### config.mk
export PLATFORM = sky130hd
export DESIGN_NAME = pin_irq_ctrl
export DESIGN_NICKNAME = d
export VERILOG_FILES = /design/src/rtl/pic_pkg.sv /design/src/rtl/pic_sync.sv /design/src/rtl/pic_ext_detect.sv /design/src/rtl/pic_pc_detect.sv /design/src/rtl/pin_irq_ctrl.sv
export SDC_FILE = /design/constraint.sdc
export NUM_CORES = 1
export LEC_CHECK = 0
export CELL_PAD_IN_SITES_DETAIL_PLACEMENT = 2
export CELL_PAD_IN_SITES_GLOBAL_PLACEMENT = 2
export CORE_MARGIN = 2
export CORE_UTILIZATION = 35
export CTS_BUF_LIST = sky130_fd_sc_hd__clkbuf_4 sky130_fd_sc_hd__clkbuf_8
export CTS_CLUSTER_DIAMETER = 50
export CTS_CLUSTER_SIZE = 8
export DETAILED_ROUTE_END_ITERATION = 10
export PLACE_DENSITY_LB_ADDON = 0.15
export SYNTH_ARGS = -nofsm -noshare
export SYNTH_HDL_FRONTEND = slang
export SYNTH_SLANG_ARGS = --single-unit
export TNS_END_PERCENT = 10
### constraint.sdc
create_clock -name clk -period 2.6 [get_ports clk]
set_input_delay 0.65 -clock clk [delete_from_list [all_inputs] [get_ports clk]]
set_output_delay 0.65 -clock clk [all_outputs]
set_load 0.05 [all_outputs]
### src/rtl/pic_pkg.sv
package pic_pkg;
  typedef enum logic [1:0] {
    SNS_LOW  = 2'b00,
    SNS_ANY  = 2'b01,
    SNS_FALL = 2'b10,
    SNS_RISE = 2'b11
  } sense_e;

  localparam int EN_EXT1_BIT = 7;
  localparam int EN_EXT0_BIT = 6;
  localparam int EN_GRP1_BIT = 5;
  localparam int EN_GRP0_BIT = 4;
  localparam int EN_LSB      = 4;

  localparam int FL_EXT1_BIT = 7;
  localparam int FL_EXT0_BIT = 6;
  localparam int FL_PC_BIT   = 5;

  localparam logic ADDR_ENABLE = 1'b0;
  localparam logic ADDR_FLAG   = 1'b1;
endpackage

### src/rtl/pic_sync.sv
module pic_sync #(
  parameter int W      = 1,
  parameter int STAGES = 2
) (
  input  logic         clk,
  input  logic         rst_n,
  input  logic [W-1:0] d,
  output logic [W-1:0] q,
  output logic [W-1:0] q_prev
);
  logic [W-1:0] pipe [STAGES];

  genvar s;
  generate
    for (s = 0; s < STAGES; s++) begin : g_stage
      if (s == 0) begin : g_first
        always_ff @(posedge clk or negedge rst_n)
          if (!rst_n) pipe[0] <= '0;
          else        pipe[0] <= d;
      end else begin : g_next
        always_ff @(posedge clk or negedge rst_n)
          if (!rst_n) pipe[s] <= '0;
          else        pipe[s] <= pipe[s-1];
      end
    end
  endgenerate

  always_ff @(posedge clk or negedge rst_n)
    if (!rst_n) q_prev <= '0;
    else        q_prev <= pipe[STAGES-1];

  assign q = pipe[STAGES-1];
endmodule

### src/rtl/pic_ext_detect.sv
module pic_ext_detect
  import pic_pkg::*;
(
  input  logic   clk,
  input  logic   rst_n,
  input  logic   lvl,
  input  logic   lvl_prev,
  input  sense_e sense,
  input  logic   clr,
  output logic   flag,
  output logic   req_src
);
  logic evt;

  always_comb begin
    unique case (sense)
      SNS_ANY:  evt = lvl ^ lvl_prev;
      SNS_FALL: evt = lvl_prev & ~lvl;
      SNS_RISE: evt = ~lvl_prev & lvl;
      default:  evt = 1'b0;
    endcase
  end

  always_ff @(posedge clk or negedge rst_n)
    if (!rst_n)   flag <= 1'b0;
    else if (evt) flag <= 1'b1;
    else if (clr) flag <= 1'b0;

  assign req_src = (sense == SNS_LOW) ? ~lvl : flag;

  a_r9_event_beats_clear: assert property (@(posedge clk) disable iff (!rst_n)
    (evt && clr) |=> flag);
  a_r8_clear_drops_flag: assert property (@(posedge clk) disable iff (!rst_n)
    (clr && !evt) |=> !flag);
  a_r6_level_never_latches: assert property (@(posedge clk) disable iff (!rst_n)
    (sense == SNS_LOW && !flag) |=> !flag);
endmodule

### src/rtl/pic_pc_detect.sv
module pic_pc_detect #(
  parameter int           W        = 16,
  parameter logic [W-1:0] GRP0_MAP = 16'h0F00
) (
  input  logic         clk,
  input  logic         rst_n,
  input  logic [W-1:0] q,
  input  logic [W-1:0] q_prev,
  input  logic [W-1:0] mask,
  input  logic [1:0]   grp_en,
  input  logic         clr,
  output logic         flag
);
  logic [W-1:0] pin_live;
  logic         evt;

  genvar i;
  generate
    for (i = 0; i < W; i++) begin : g_pin
      if (GRP0_MAP[i]) begin : g_grp0
        assign pin_live[i] = mask[i] & grp_en[0];
      end else begin : g_grp1
        assign pin_live[i] = mask[i] & grp_en[1];
      end
    end
  endgenerate

  assign evt = |((q ^ q_prev) & pin_live);

  always_ff @(posedge clk or negedge rst_n)
    if (!rst_n)   flag <= 1'b0;
    else if (evt) flag <= 1'b1;
    else if (clr) flag <= 1'b0;

  a_r7_change_sets_flag: assert property (@(posedge clk) disable iff (!rst_n)
    evt |=> flag);
  a_r7_dead_pins_quiet: assert property (@(posedge clk) disable iff (!rst_n)
    (grp_en == 2'b00 && !flag) |=> !flag);
  a_r8_pc_clear: assert property (@(posedge clk) disable iff (!rst_n)
    (clr && !evt) |=> !flag);
endmodule

### src/rtl/pin_irq_ctrl.sv
module pin_irq_ctrl
  import pic_pkg::*;
#(
  parameter int                  PC_WIDTH    = 16,
  parameter int                  SYNC_STAGES = 2,
  parameter logic [PC_WIDTH-1:0] PC_GRP0_MAP = 16'h0F00
) (
  input  logic                clk,
  input  logic                rst_n,
  input  logic                reg_addr,
  input  logic                reg_wr,
  input  logic [7:0]          reg_wdata,
  output logic [7:0]          reg_rdata,
  input  logic                gie,
  input  logic [1:0]          sense,
  input  logic [1:0]          ext_pin,
  input  logic [PC_WIDTH-1:0] pc_pin,
  input  logic [PC_WIDTH-1:0] pc_mask,
  input  logic                ack_ext0,
  input  logic                ack_ext1,
  input  logic                ack_pc,
  output logic                irq_ext0,
  output logic                irq_ext1,
  output logic                irq_pc
);
  localparam int EXT_N  = 2;
  localparam int EN_W   = 8 - EN_LSB;

  logic [EN_W-1:0]     en_q;
  logic                wr_en_reg, wr_flag_reg;
  logic [EXT_N-1:0]    ext_q, ext_prev, ext_flag, ext_req, ext_clr, ext_ack;
  logic [PC_WIDTH-1:0] pc_q, pc_prev;
  logic                pc_flag, pc_clr;
  logic                en_ext0, en_ext1, en_grp0, en_grp1;
  sense_e              sense_t;
  logic                unused_wdata;

  assign sense_t      = sense_e'(sense);
  assign wr_en_reg    = reg_wr && (reg_addr == ADDR_ENABLE);
  assign wr_flag_reg  = reg_wr && (reg_addr == ADDR_FLAG);
  assign unused_wdata = ^reg_wdata[EN_LSB-1:0];

  always_ff @(posedge clk or negedge rst_n)
    if (!rst_n)         en_q <= '0;
    else if (wr_en_reg) en_q <= reg_wdata[7:EN_LSB];

  assign en_ext1 = en_q[EN_EXT1_BIT-EN_LSB];
  assign en_ext0 = en_q[EN_EXT0_BIT-EN_LSB];
  assign en_grp1 = en_q[EN_GRP1_BIT-EN_LSB];
  assign en_grp0 = en_q[EN_GRP0_BIT-EN_LSB];

  pic_sync #(.W(EXT_N), .STAGES(SYNC_STAGES)) u_ext_sync (
    .clk(clk), .rst_n(rst_n), .d(ext_pin), .q(ext_q), .q_prev(ext_prev));

  pic_sync #(.W(PC_WIDTH), .STAGES(SYNC_STAGES)) u_pc_sync (
    .clk(clk), .rst_n(rst_n), .d(pc_pin), .q(pc_q), .q_prev(pc_prev));

  assign ext_ack = {ack_ext1, ack_ext0};
  assign ext_clr[0] = ext_ack[0] | (wr_flag_reg & reg_wdata[FL_EXT0_BIT]);
  assign ext_clr[1] = ext_ack[1] | (wr_flag_reg & reg_wdata[FL_EXT1_BIT]);

  genvar e;
  generate
    for (e = 0; e < EXT_N; e++) begin : g_ext
      pic_ext_detect u_det (
        .clk(clk), .rst_n(rst_n), .lvl(ext_q[e]), .lvl_prev(ext_prev[e]),
        .sense(sense_t), .clr(ext_clr[e]), .flag(ext_flag[e]), .req_src(ext_req[e]));
    end
  endgenerate

  assign pc_clr = ack_pc | (wr_flag_reg & reg_wdata[FL_PC_BIT]);

  pic_pc_detect #(.W(PC_WIDTH), .GRP0_MAP(PC_GRP0_MAP)) u_pc_det (
    .clk(clk), .rst_n(rst_n), .q(pc_q), .q_prev(pc_prev), .mask(pc_mask),
    .grp_en({en_grp1, en_grp0}), .clr(pc_clr), .flag(pc_flag));

  always_comb begin
    reg_rdata = 8'h00;
    if (reg_addr == ADDR_ENABLE) begin
      reg_rdata[7:EN_LSB] = en_q;
    end else begin
      reg_rdata[FL_EXT1_BIT] = ext_flag[1];
      reg_rdata[FL_EXT0_BIT] = ext_flag[0];
      reg_rdata[FL_PC_BIT]   = pc_flag;
    end
  end

  assign irq_ext0 = ext_req[0] & en_ext0 & gie;
  assign irq_ext1 = ext_req[1] & en_ext1 & gie;
  assign irq_pc   = pc_flag & (en_grp1 | en_grp0) & gie;

  a_r4_gie_gates_all: assert property (@(posedge clk) disable iff (!rst_n)
    !gie |-> !(irq_ext0 || irq_ext1 || irq_pc));
  a_r2_reserved_enable_zero: assert property (@(posedge clk) disable iff (!rst_n)
    (reg_addr == ADDR_ENABLE) |-> (reg_rdata[3:0] == 4'h0));
  a_r3_reserved_flag_zero: assert property (@(posedge clk) disable iff (!rst_n)
    (reg_addr == ADDR_FLAG) |-> (reg_rdata[4:0] == 5'h00));
  a_r6_level_follows_pin: assert property (@(posedge clk) disable iff (!rst_n)
    (sense_t == SNS_LOW && gie && en_ext0 && !ext_q[0]) |-> irq_ext0);
endmodule

== Word level (Yosys, flattened, before mapping) ==
Index checks and enable logic that the tools add are counted.
Widths: inputs -> output; s select.

* Flip-flop bits (word level): 61
* Latch bits: 0
* Memory bits (writable): 0
* Bits in read-only memories: 0
* Input port bits: 52
* Output and inout port bits: 11
* Logic and storage cells: 74
* Memories kept: 0

* Add/subtract/negate cells: 0
* Multipliers: 0
* Div/mod/pow operators: 0
* Order comparisons: 0
* Equal/unequal tests: 3
* Shifts and indexed selects: 0
* Mux-type cells: 12
* Bitwise gates (word level): 42
* Reductions and logical operators: 7

{| class="wikitable"
|+ Operators by type and width
! kind !! count
|-
| $and 1x1->1 || 29
|-
| $and 16x16->16 || 1
|-
| $reduce_or 16->1 || 1
|-
| $xor 16x16->16 || 1
|-
| $mux 1 || 9
|-
| $pmux 1 s3 || 2
|-
| $reduce_bool 2->1 || 3
|-
| $not 1->1 || 5
|-
| $eq 2x2->1 const B || 2
|-
| $or 1x1->1 || 4
|-
| $mux 3 || 1
|-
| $eq 2x1->1 const B || 1
|-
| $logic_and 1x1->1 || 2
|-
| $logic_not 2->1 || 1
|-
| $xor 1x1->1 || 2
|}

== Depth between registers and ports, before layout ==
Gate-level depths: netlist (run 1).

* Depth in word-level cells: 5
* Gate-level depth with buffers: 5
* Mapped depth without buffers: 5

== By module ==
From an unflattened synthesis (run 1), not the netlist that was laid out.

* Cell total of the unflattened synthesis: 149
* Area total of the unflattened synthesis: 2287.2 µm²

{| class="wikitable"
|+ Modules (own cells, without submodules)
! module !! instances !! cells each !! area each (µm²) !! sequential area each (µm²)
|-
| pic_sync at u_pc_sync || 1 || 64 || 1321.3 || 1201.2
|-
| pin_irq_ctrl || 1 || 26 || 316.6 || 100.1
|-
| pic_pc_detect || 1 || 29 || 269.0 || 25.0
|-
| pic_ext_detect || 2 || 11 || 107.6 || 25.0
|-
| pic_sync at u_ext_sync || 1 || 8 || 165.2 || 150.1
|}

== Worst setup path before layout (run 1) ==
No wires, ideal clock.

* Path kind: input to output
* Start: in sense[0]
* End: out irq_ext1
* Data arrival time: 2.045 ns
* Data required time: 1.950 ns
* Path slack: -0.095 ns
* Stages on the path: 3
* Buffers on the path: 0
* Cell sequence: nor2_1 > nor2_1 > a211oi_1

* Word-level cells in the longest chain between the ends: 4

{| class="wikitable"
|+ Ends and longest elaborated chain
! element !! RTL line !! source
|-
| start, declared || pin_irq_ctrl.sv:15 || <nowiki>input logic [1:0] sense,</nowiki>
|-
| $logic_not 2->1 || pic_ext_detect.sv:29 || <nowiki>assign req_src = (sense == SNS_LOW) ? ~lvl : flag;</nowiki>
|-
| $mux 1 || pic_ext_detect.sv:29 ||
|-
| $and 1x1->1 (2 in a row) || pin_irq_ctrl.sv:89 || <nowiki>assign irq_ext1 = ext_req[1] & en_ext1 & gie;</nowiki>
|-
| end, declared || pin_irq_ctrl.sv:23 || <nowiki>output logic irq_ext1,</nowiki>
|}

No other way between the ends.

== Worst setup path in the final report (run 1) ==
* Start: in sense[0]
* End: out irq_ext0

* Word-level cells in the longest chain between the ends: 4

{| class="wikitable"
|+ Ends and longest elaborated chain
! element !! RTL line !! source
|-
| $logic_not 2->1 || pic_ext_detect.sv:29 ||
|-
| $mux 1 || pic_ext_detect.sv:29 ||
|-
| $and 1x1->1 (2 in a row) || pin_irq_ctrl.sv:88 || <nowiki>assign irq_ext0 = ext_req[0] & en_ext0 & gie;</nowiki>
|-
| end, declared || pin_irq_ctrl.sv:22 || <nowiki>output logic irq_ext0,</nowiki>
|}

No other way between the ends.

==> flow_summary.yaml, run 1 <==
yosys:
  synthFlopType: "dfrtp_1"
  synth_top_area_share_pct: 73.19
  yosys-top-cells-area: "dfrtp_1, xor2_1, mux2_2"
  yosys_warnings: 0
  synth-seq-area-share_pct: 73.19
  synth_common_cells: "dfrtp_1, xor2_1, inv_1"
  synthArstFlopShare_pct: 100.0
  synth.distinct_cells: 25
  syn_area_per_cell_um2: 15.68
  synth-edff-count: 0
  synth.most_common_cell: "dfrtp_1"
  synthesis.instances: 133
  synth_top_area_cell: "dfrtp_1"
  synthesis.area_mm2: 0.002086
  ys_seq_elements: 61
finish:
  design_area_mm2: 0.002955
  fin_nets: 256
  drive_above_1_share_pct: 18.05
  fillers: 553
  antennaDiodeCount: 0
  areaGrowthSynthToFinish_pct: 41.69
floorplanning:
  die_w_um: 81.20
  die-height_um: 81.20
  start_util_pct: 35.65
  die-area_mm2: 0.006593
  rows: 28
  coreArea_mm2: 0.005851
  ios: 63
critical_path:
  cp_max_fo: 3
  crit_arrival_ns: 1.84
  rr_worst_depth: 5
  cp-start-kind: "input pin"
  crit_path_end_kind: "primary output"
  critPathKind: "in -> out"
  worst_ep_required_time_ns: 1.95
sta:
  skew_ns: 0.005540
  finalHoldWorstSlack_ns: 0.3358
  hold_viol: 0
  drv_slew: 0
  tns_ns: 0
  period_share_pct: 95.94
  layout_min_cycle_time_ns: 2.495
  setup_viol: 0
  rsz0062_at_grt: "false"
  relSlewSlack_pct: 57.55
  layout_setup_ws_ns: 0.1054
  fmax_ghz: 0.4009
  worstMarginPinSlew_ns: 0.6367
clocking:
  cts-root-buf: "clkbuf_8"
  cts_num_sinks: 61
  clk_latency_ns: 0.33
  clkTransAtPathRegs_ns: 0.07
  cts-resized-gates: 0
  numCtsBuffers: 9
  post_cts_buffers: 0
  tritoncts: "yes"
  cts_hold_buf: 0
  clock_path_buffers: 2
  htree_levels: 3
pwr:
  cellPowerDensity_mw_per_mm2: 707.0
  p_leak_nw: 1.321
  p_total_mw: 2.090
  ir_drop_v: 0.0004989
job:
  maxCapViolations: 0
drt:
  routed_wl_um: 4290
  highest_layer: "met4"
  wl_met1_um: 1636
  route.detailed.drc: 0
  dr_wl_met3_um: 218
  antenna_left: 0
  wl_per_cell_um: 15.32
  dr.pass1.iters: 4
  wl_met2_um: 2337
  drt_iter0_drc: 48
  vias: 1252
  viasPerCell: 4.471
run_status:
  outcome: "finished clean"
global_route:
  grt_max_degree: 34
  antenna_found_initial: 0
  grt_first_pass_wirelength_um: 6865
  track_usage_pct: 14.92
  overflow: 0
  grt_pass1_vias: 1454
placed_design:
  placed_area_mm2: 0.002769
  port_buffers: 54
  gp_congestion: 0.7035
  post-place-ws_ns: 0.03646
  hpwlAfterDp_um: 3361
min_path:
  hp-class: "in -> async"
## metal layers
layer	vias up	GRT usage (%)
met5	-	0
met4	0	8.136
li1	576	-
met2	42	25.87
met1	625	15.49
met3	9	5.778
## critical path, cell delays in order
cell	delay (ns)
clkdlybuf4s50_1	0.43
nor2_2	0.20
mux2i_1	0.20
and3_1	0.22
buf_12	0.14
## cell type report
type	instances	area, um^2	share of cell area, %
multi-input combinational	61	506.7	17.15
tap	75	93.84	3.175
clock inverter	6	46.29	1.566
timing repair buffer	58	610.6	20.66
inverter	9	33.78	1.143
clock buffer	10	137.6	4.657
sequential	61	1526	51.65
## state kept, by name (all words and copies together), names as in the netlist
name               cells
en_q                   4
g_ext.u_det.flag       2
u_ext_sync.pipe        2
u_ext_sync.q           2
u_ext_sync.q_prev      2
u_pc_det.flag          1
u_pc_sync.pipe        16
u_pc_sync.q           16
u_pc_sync.q_prev      16
## path summary, 6_finish.rpt
path	start	to	slack, ns
worst max-delay path	sense[0]	irq_ext0	0.11
worst min-delay path	rst_n	u_pc_sync.q_prev[0]	0.34
worst max register to register	u_pc_sync.q_prev[4]	u_pc_det.flag	1.23
worst min register to register	u_pc_sync.pipe[20]	u_pc_sync.q[4]	0.35
max in group asynchronous	rst_n	u_pc_sync.pipe[30]	1.67
min in group clk	u_pc_sync.pipe[20]	u_pc_sync.q[4]	0.35
## logic make-up (layout without fill, tap and decap cells)
kind of cell | count (synthesis) | in the layout | share of synthesized area, %
AO/OA/AOI/OAI | 18 | 18 | 6.839
XOR/XNOR | 16 | 16 | 6.718
adder cells (fa/ha/maj) | 4 | 4 | 2.400
buffers and inverters | 14 | 83 | 3.419
flip-flops | 61 | 61 | 73.19
multiplexers | 9 | 9 | 4.739
other | 1 | 4 | 0.1798
AND/OR/NAND/NOR | 10 | 10 | 2.520
## cell usage in the layout (no fill, tap or decap), types with 3 or more instances in the layout
cell type,synthesis,final
a22oi_1,4,4
a311oi_1,3,3
buf_12,0,5
buf_4,5,6
clkbuf_8,0,10
clkdlybuf4s50_1,0,46
conb_1,1,4
dfrtp_1,61,61
ha_1,4,4
inv_1,9,9
mux2_2,7,7
xor2_1,16,16
## metrics by stage
step                instances  utilization, %
CTS                       280           50.47
floorplan                 136               -
global placement          264           47.33
finish                    280           50.51
detailed placement        264           47.33
global route              280           50.51
## power by group
| group | switching (mW) | internal (mW) | total [mW] |
|---|---|---|---|
| clock network | 0.371 | 0.375 | 0.747 |
| registers | 0.0346 | 1.01 | 1.04 |
| logic | 0.149 | 0.151 | 0.301 |
| total | 0.555 | 1.53 | 2.09 |
No activity file was read; power rests on OpenSTA's default activity.
==> run 2: changes to the inputs <==
--- a/config.mk
+++ b/config.mk
@@ -13,7 +13,7 @@
 export CTS_CLUSTER_DIAMETER = 50
 export CTS_CLUSTER_SIZE = 8
 export DETAILED_ROUTE_END_ITERATION = 10
-export PLACE_DENSITY_LB_ADDON = 0.15
+export PLACE_DENSITY_LB_ADDON = 0.1
 export SYNTH_ARGS = -nofsm -noshare
 export SYNTH_HDL_FRONTEND = slang
 export SYNTH_SLANG_ARGS = --single-unit
==> run 2 against run 1 <==
Worst setup slack worse by 0.019 ns. Hold slack better by 0.016 ns. Clock-buffer cell count increased by 1. Via count up 1.1%. Register-to-register slack lost 0.09 ns. Sequential share of layout area fell by 0.11 points.
==> flow_summary.yaml, run 2 (synthesis results as in run 1) <==
run_status:
  outcome: "finished clean"
pwr:
  ir_drop_v: 0.0004252
  p_leak_nw: 1.325
  cellPowerDensity_mw_per_mm2: 711.5
  p_total_mw: 2.107
floorplanning:
  die-height_um: 81.20
  die_w_um: 81.20
  rows: 28
  start_util_pct: 35.65
  die-area_mm2: 0.006593
  coreArea_mm2: 0.005851
  ios: 63
sta:
  drv_slew: 0
  skew_ns: 0.003937
  fmax_ghz: 0.3978
  finalHoldWorstSlack_ns: 0.3517
  tns_ns: 0
  relSlewSlack_pct: 53.65
  rsz0062_at_grt: "false"
  period_share_pct: 96.68
  worstMarginPinSlew_ns: 0.6952
  setup_viol: 0
  layout_min_cycle_time_ns: 2.514
  hold_viol: 0
finish:
  design_area_mm2: 0.002962
  drive_above_1_share_pct: 18.05
  seqCellArea_mm2: 0.001526
  multi_input_comb_area_um2: 511.7
  antennaDiodeCount: 0
  mostFrequentLayoutCell: "dfrtp_1"
  fin_nets: 256
  final_cell_mix: "dfrtp_1, clkdlybuf4s50_1, xor2_1"
  areaGrowthSynthToFinish_pct: 41.99
  fillers: 557
  fin_cells: 280
critical_path:
  worstSetupEndpoint: "irq_ext0"
  path_cells: "clkdlybuf4s50_1, nor2_4, mux2i_1, and3_1, buf_12"
  worst_ep_required_time_ns: 1.95
  rr_worst_depth: 5
  cp_max_fo: 3
  crit_arrival_ns: 1.86
  path_delay_family: "buffers and inverters"
  cpPeakStageDelay_ns: 0.47
  cp-start-kind: "input pin"
  rr_endpoint: "u_pc_det.flag"
  critPathBufInv: 2
  critPathSlowestCell: "clkdlybuf4s50_1"
  critPathKind: "in -> out"
  reg2reg_slack_ns: 1.14
  cp.depth: 5
  crit_path_start: "sense[0]"
  crit_path_end_kind: "primary output"
  reg2reg_from: "u_pc_sync.q[4]"
clocking:
  clkTransAtPathRegs_ns: 0.07
  clk_latency_ns: 0.33
  clock_path_buffers: 2
  tritoncts: "yes"
  cts_hold_buf: 0
  numCtsBuffers: 9
  htree_levels: 3
  cts_num_sinks: 61
  cts-root-buf: "clkbuf_8"
drt:
  route.detailed.drc: 0
  vias: 1266
  wl_per_cell_um: 15.91
  viasPerCell: 4.521
  antenna_left: 0
  drt_iter0_drc: 45
  routed_wl_um: 4455
  dr.pass1.iters: 4
placed_design:
  hpwlAfterDp_um: 3351
  gp_congestion: 0.8003
  dp.cells: 264
  port_buffers: 54
  placed_area_mm2: 0.002769
global_route:
  grt_max_degree: 32
  grt_pass1_vias: 1492
  antenna_found_initial: 0
  track_usage_pct: 15.49
  overflow: 0
  grt_first_pass_wirelength_um: 7162
job:
  maxCapViolations: 0
min_path:
  hp-class: "reg -> reg"
run 2: per-stage QoR:
stage | util, % | setup WS, ns
after floorplan | - | 0.3487
after global placement | 47.33 | 0.06344
after detailed placement | 47.33 | -0.002458
after CTS | 50.53 | 0.05266
after global routing | 50.62 | 0.01528
final | 50.62 | 0.08642
run 2: power by group:
| part | switching [mW] | total [mW] | internal (mW) |
|---|---|---|---|
| Combinational | 0.151 | 0.302 | 0.152 |
| Clock | 0.365 | 0.762 | 0.397 |
| Sequential | 0.0351 | 1.04 | 1.01 |
| Total | 0.551 | 2.11 | 1.56 |
run 2: layer usage:
layer | share of wire [%] | GRT usage (%) | up-vias
li1 | - | - | 576
met1 | 37 | 15.85 | 640
met2 | 55 | 27.77 | 40
met3 | 4.6 | 3.667 | 10
met4 | 2.6 | 10.68 | 0
met5 | 0 | 0 | -
run 2: cell type report:
cell class              count  share of cell area, %
repair buffers             58                  20.62
inverters                   9                  1.141
multi-input cells          61                  17.28
clock inverters             5                  1.141
flip-flops and latches     61                  51.54
clock buffers              11                  5.112
well taps                  75                  3.169
run 2: repair_timing:
action	4_1_cts	5_1_grt
setup endpoints to repair	1	1
gates cloned	0	0
buffers inserted	0	0
gates resized for setup	1	1
pin swaps	0	0
run 2: how the worst min path moves through the flow:
stage | depth (start not counted) | to | startpoint
global placement | 0 | u_pc_sync.q[10] | u_pc_sync.pipe[26]
CTS | 0 | u_pc_sync.q[2] | u_pc_sync.pipe[18]
detailed placement | 0 | u_pc_sync.q[2] | u_pc_sync.pipe[18]
finish | 0 | u_pc_sync.q[2] | u_pc_sync.pipe[18]
floorplan | 0 | u_ext_sync.q[0] | u_ext_sync.pipe[2]
global route | 0 | u_ext_sync.q[0] | u_ext_sync.pipe[2]
==> run 3: changes to the inputs <==
--- a/config.mk
+++ b/config.mk
@@ -5,14 +5,15 @@
 export SDC_FILE = /design/constraint.sdc
 export NUM_CORES = 1
 export LEC_CHECK = 0
-export CELL_PAD_IN_SITES_DETAIL_PLACEMENT = 2
+export CELL_PAD_IN_SITES_DETAIL_PLACEMENT = 0
 export CELL_PAD_IN_SITES_GLOBAL_PLACEMENT = 2
 export CORE_MARGIN = 2
 export CORE_UTILIZATION = 35
 export CTS_BUF_LIST = sky130_fd_sc_hd__clkbuf_4 sky130_fd_sc_hd__clkbuf_8
 export CTS_CLUSTER_DIAMETER = 50
-export CTS_CLUSTER_SIZE = 8
+export CTS_CLUSTER_SIZE = 25
 export DETAILED_ROUTE_END_ITERATION = 10
+export MAX_ROUTING_LAYER = met4
 export PLACE_DENSITY_LB_ADDON = 0.1
 export SYNTH_ARGS = -nofsm -noshare
 export SYNTH_HDL_FRONTEND = slang
==> run 3 against run 2 <==
First-iteration DRC count down 6.7%. Critical endpoint unchanged. Clock skew rose by 0.00086 ns. Sequential share of layout area is 0.17 points lower. Clock-buffer cell count increased by 1. Non-clock buffer count stayed put. Clock power grew 8.0%. Highest routed layer unchanged.
==> flow_summary.yaml, run 3 (synthesis results as in run 1) <==
run_status:
  outcome: "finished clean"
sta:
  relSlewSlack_pct: 55.10
  setup_viol: 0
  worstMarginPinSlew_ns: 0.6735
  finalHoldWorstSlack_ns: 0.3459
  fmax_ghz: 0.3977
  tns_ns: 0
  layout_setup_ws_ns: 0.08537
  skew_ns: 0.004797
  hold_viol: 0
  layout_min_cycle_time_ns: 2.515
  rsz0062_at_grt: "false"
  drv_slew: 0
  period_share_pct: 96.72
finish:
  mostFrequentLayoutCell: "dfrtp_1"
  drive_above_1_share_pct: 18.05
  fin_nets: 256
  areaGrowthSynthToFinish_pct: 42.47
  final_cell_mix: "dfrtp_1, clkdlybuf4s50_1, xor2_1"
  antennaDiodeCount: 0
pwr:
  ir_drop_v: 0.0004224
  cellPowerDensity_mw_per_mm2: 725.6
  p_leak_nw: 1.336
floorplanning:
  die-area_mm2: 0.006593
  rows: 28
  ios: 63
  die_w_um: 81.20
  start_util_pct: 35.65
  die-height_um: 81.20
  coreArea_mm2: 0.005851
job:
  maxCapViolations: 0
clocking:
  tritoncts: "yes"
  numCtsBuffers: 9
  clock_path_buffers: 2
  clkTransAtPathRegs_ns: 0.06
  cts_num_sinks: 61
  htree_levels: 3
  post_cts_buffers: 0
  cts-root-buf: "clkbuf_8"
  clk_latency_ns: 0.33
critical_path:
  reg2reg_slack_ns: 1.32
  cpPeakStageDelay_ns: 0.45
  cp-start-kind: "input pin"
  reg2reg_from: "u_pc_sync.q_prev[4]"
  path_cells: "clkdlybuf4s50_1, nor2_2, mux2i_1, and3_1, buf_12"
  path_delay_family: "buffers and inverters"
  cp_max_fo: 3
  crit_path_end_kind: "primary output"
  critPathBufInv: 2
  rr_endpoint: "u_pc_det.flag"
  worstSetupEndpoint: "irq_ext0"
  crit_path_start: "sense[0]"
  worst_ep_required_time_ns: 1.95
  cp.depth: 5
  critPathSlowestCell: "clkdlybuf4s50_1"
  crit_arrival_ns: 1.86
  rr_worst_depth: 5
  critPathKind: "in -> out"
global_route:
  overflow: 0
  antenna_found_initial: 0
  grt_first_pass_wirelength_um: 5740
  grt_max_degree: 32
  track_usage_pct: 12.68
  grt_pass1_vias: 1250
placed_design:
  hpwlAfterDp_um: 2603
  port_buffers: 54
  post-place-ws_ns: 0.03794
  gp_congestion: 0.8118
drt:
  viasPerCell: 4.379
  antenna_left: 0
  routed_wl_um: 3470
  vias: 1226
  route.detailed.drc: 0
  drt_iter0_drc: 42
  dr.pass1.iters: 4
  wl_per_cell_um: 12.39
min_path:
  hp-class: "in -> async"
-- run 3: worst min-delay path by stage --
stage	cells past startpoint	start	endpoint
2_1_floorplan	0	u_ext_sync.pipe[2]	u_ext_sync.q[0]
3_3_place_gp	0	u_pc_sync.pipe[26]	u_pc_sync.q[10]
3_5_place_dp	0	u_pc_sync.pipe[30]	u_pc_sync.q[14]
4_1_cts	0	u_pc_sync.pipe[30]	u_pc_sync.q[14]
5_1_grt	0	u_pc_sync.pipe[30]	u_pc_sync.q[14]
6_report	1	rst_n	u_pc_sync.q[9]
-- run 3: area by class of cell --
class,instances,area (um^2)
Clock inverter,4,47.55
Tap cell,75,93.84
Inverter,9,33.78
Clock buffer,12,152.6
Multi-Input combinational cell,61,506.7
Sequential cell,61,1526
Fill cell,511,2879
Timing Repair Buffer,58,610.6
-- run 3: timing repair --
item / 4_1_cts / 5_1_grt
hold buffers: 0 / 0
resized for setup: 0 / 1
endpoints found under the setup margin: 0 / 1
-- run 3: metal layers --
layer	up-vias	routed length, um	GRT usage, %
met1	597	1458	14.88
met2	38	1749	18.51
li1	583	-	-
met3	8	161	3.778
met4	0	100	9.153
met5	-	0	-
-- run 3: worst register-to-register path, delay by kind of cell, from the launching register on --
family / cells / cell delay, ns
xor gates and xnor gates: 1 / 0.16
and+or+nand+nor: 1 / 0.09
buffers and inverters: 1 / 0.08
AOI/OAI and AO/OA: 2 / 0.46
DFF: 1 / 0.38
-- run 3: per-stage QoR --
step	util [%]	instances	cell area (um^2)	total power [mW]
2_1_floorplan	-	136	2102	1.197
3_3_place_gp	47.33	264	2769	1.348
3_5_place_dp	47.33	264	2769	1.356
4_1_cts	50.75	280	2969	2.193
5_1_grt	50.79	280	2972	2.261
6_report	50.79	280	2972	2.156
-- run 3: where the power goes --
| group | total (mW) | switching (mW) | internal, mW | leakage (nW) |
|---|---|---|---|---|
| Sequential | 1.04 | 0.0321 | 1.01 | 0.711 |
| Clock | 0.823 | 0.337 | 0.487 | 0.103 |
| Combinational | 0.293 | 0.142 | 0.151 | 0.521 |
| Total | 2.16 | 0.510 | 1.65 | 1.34 |
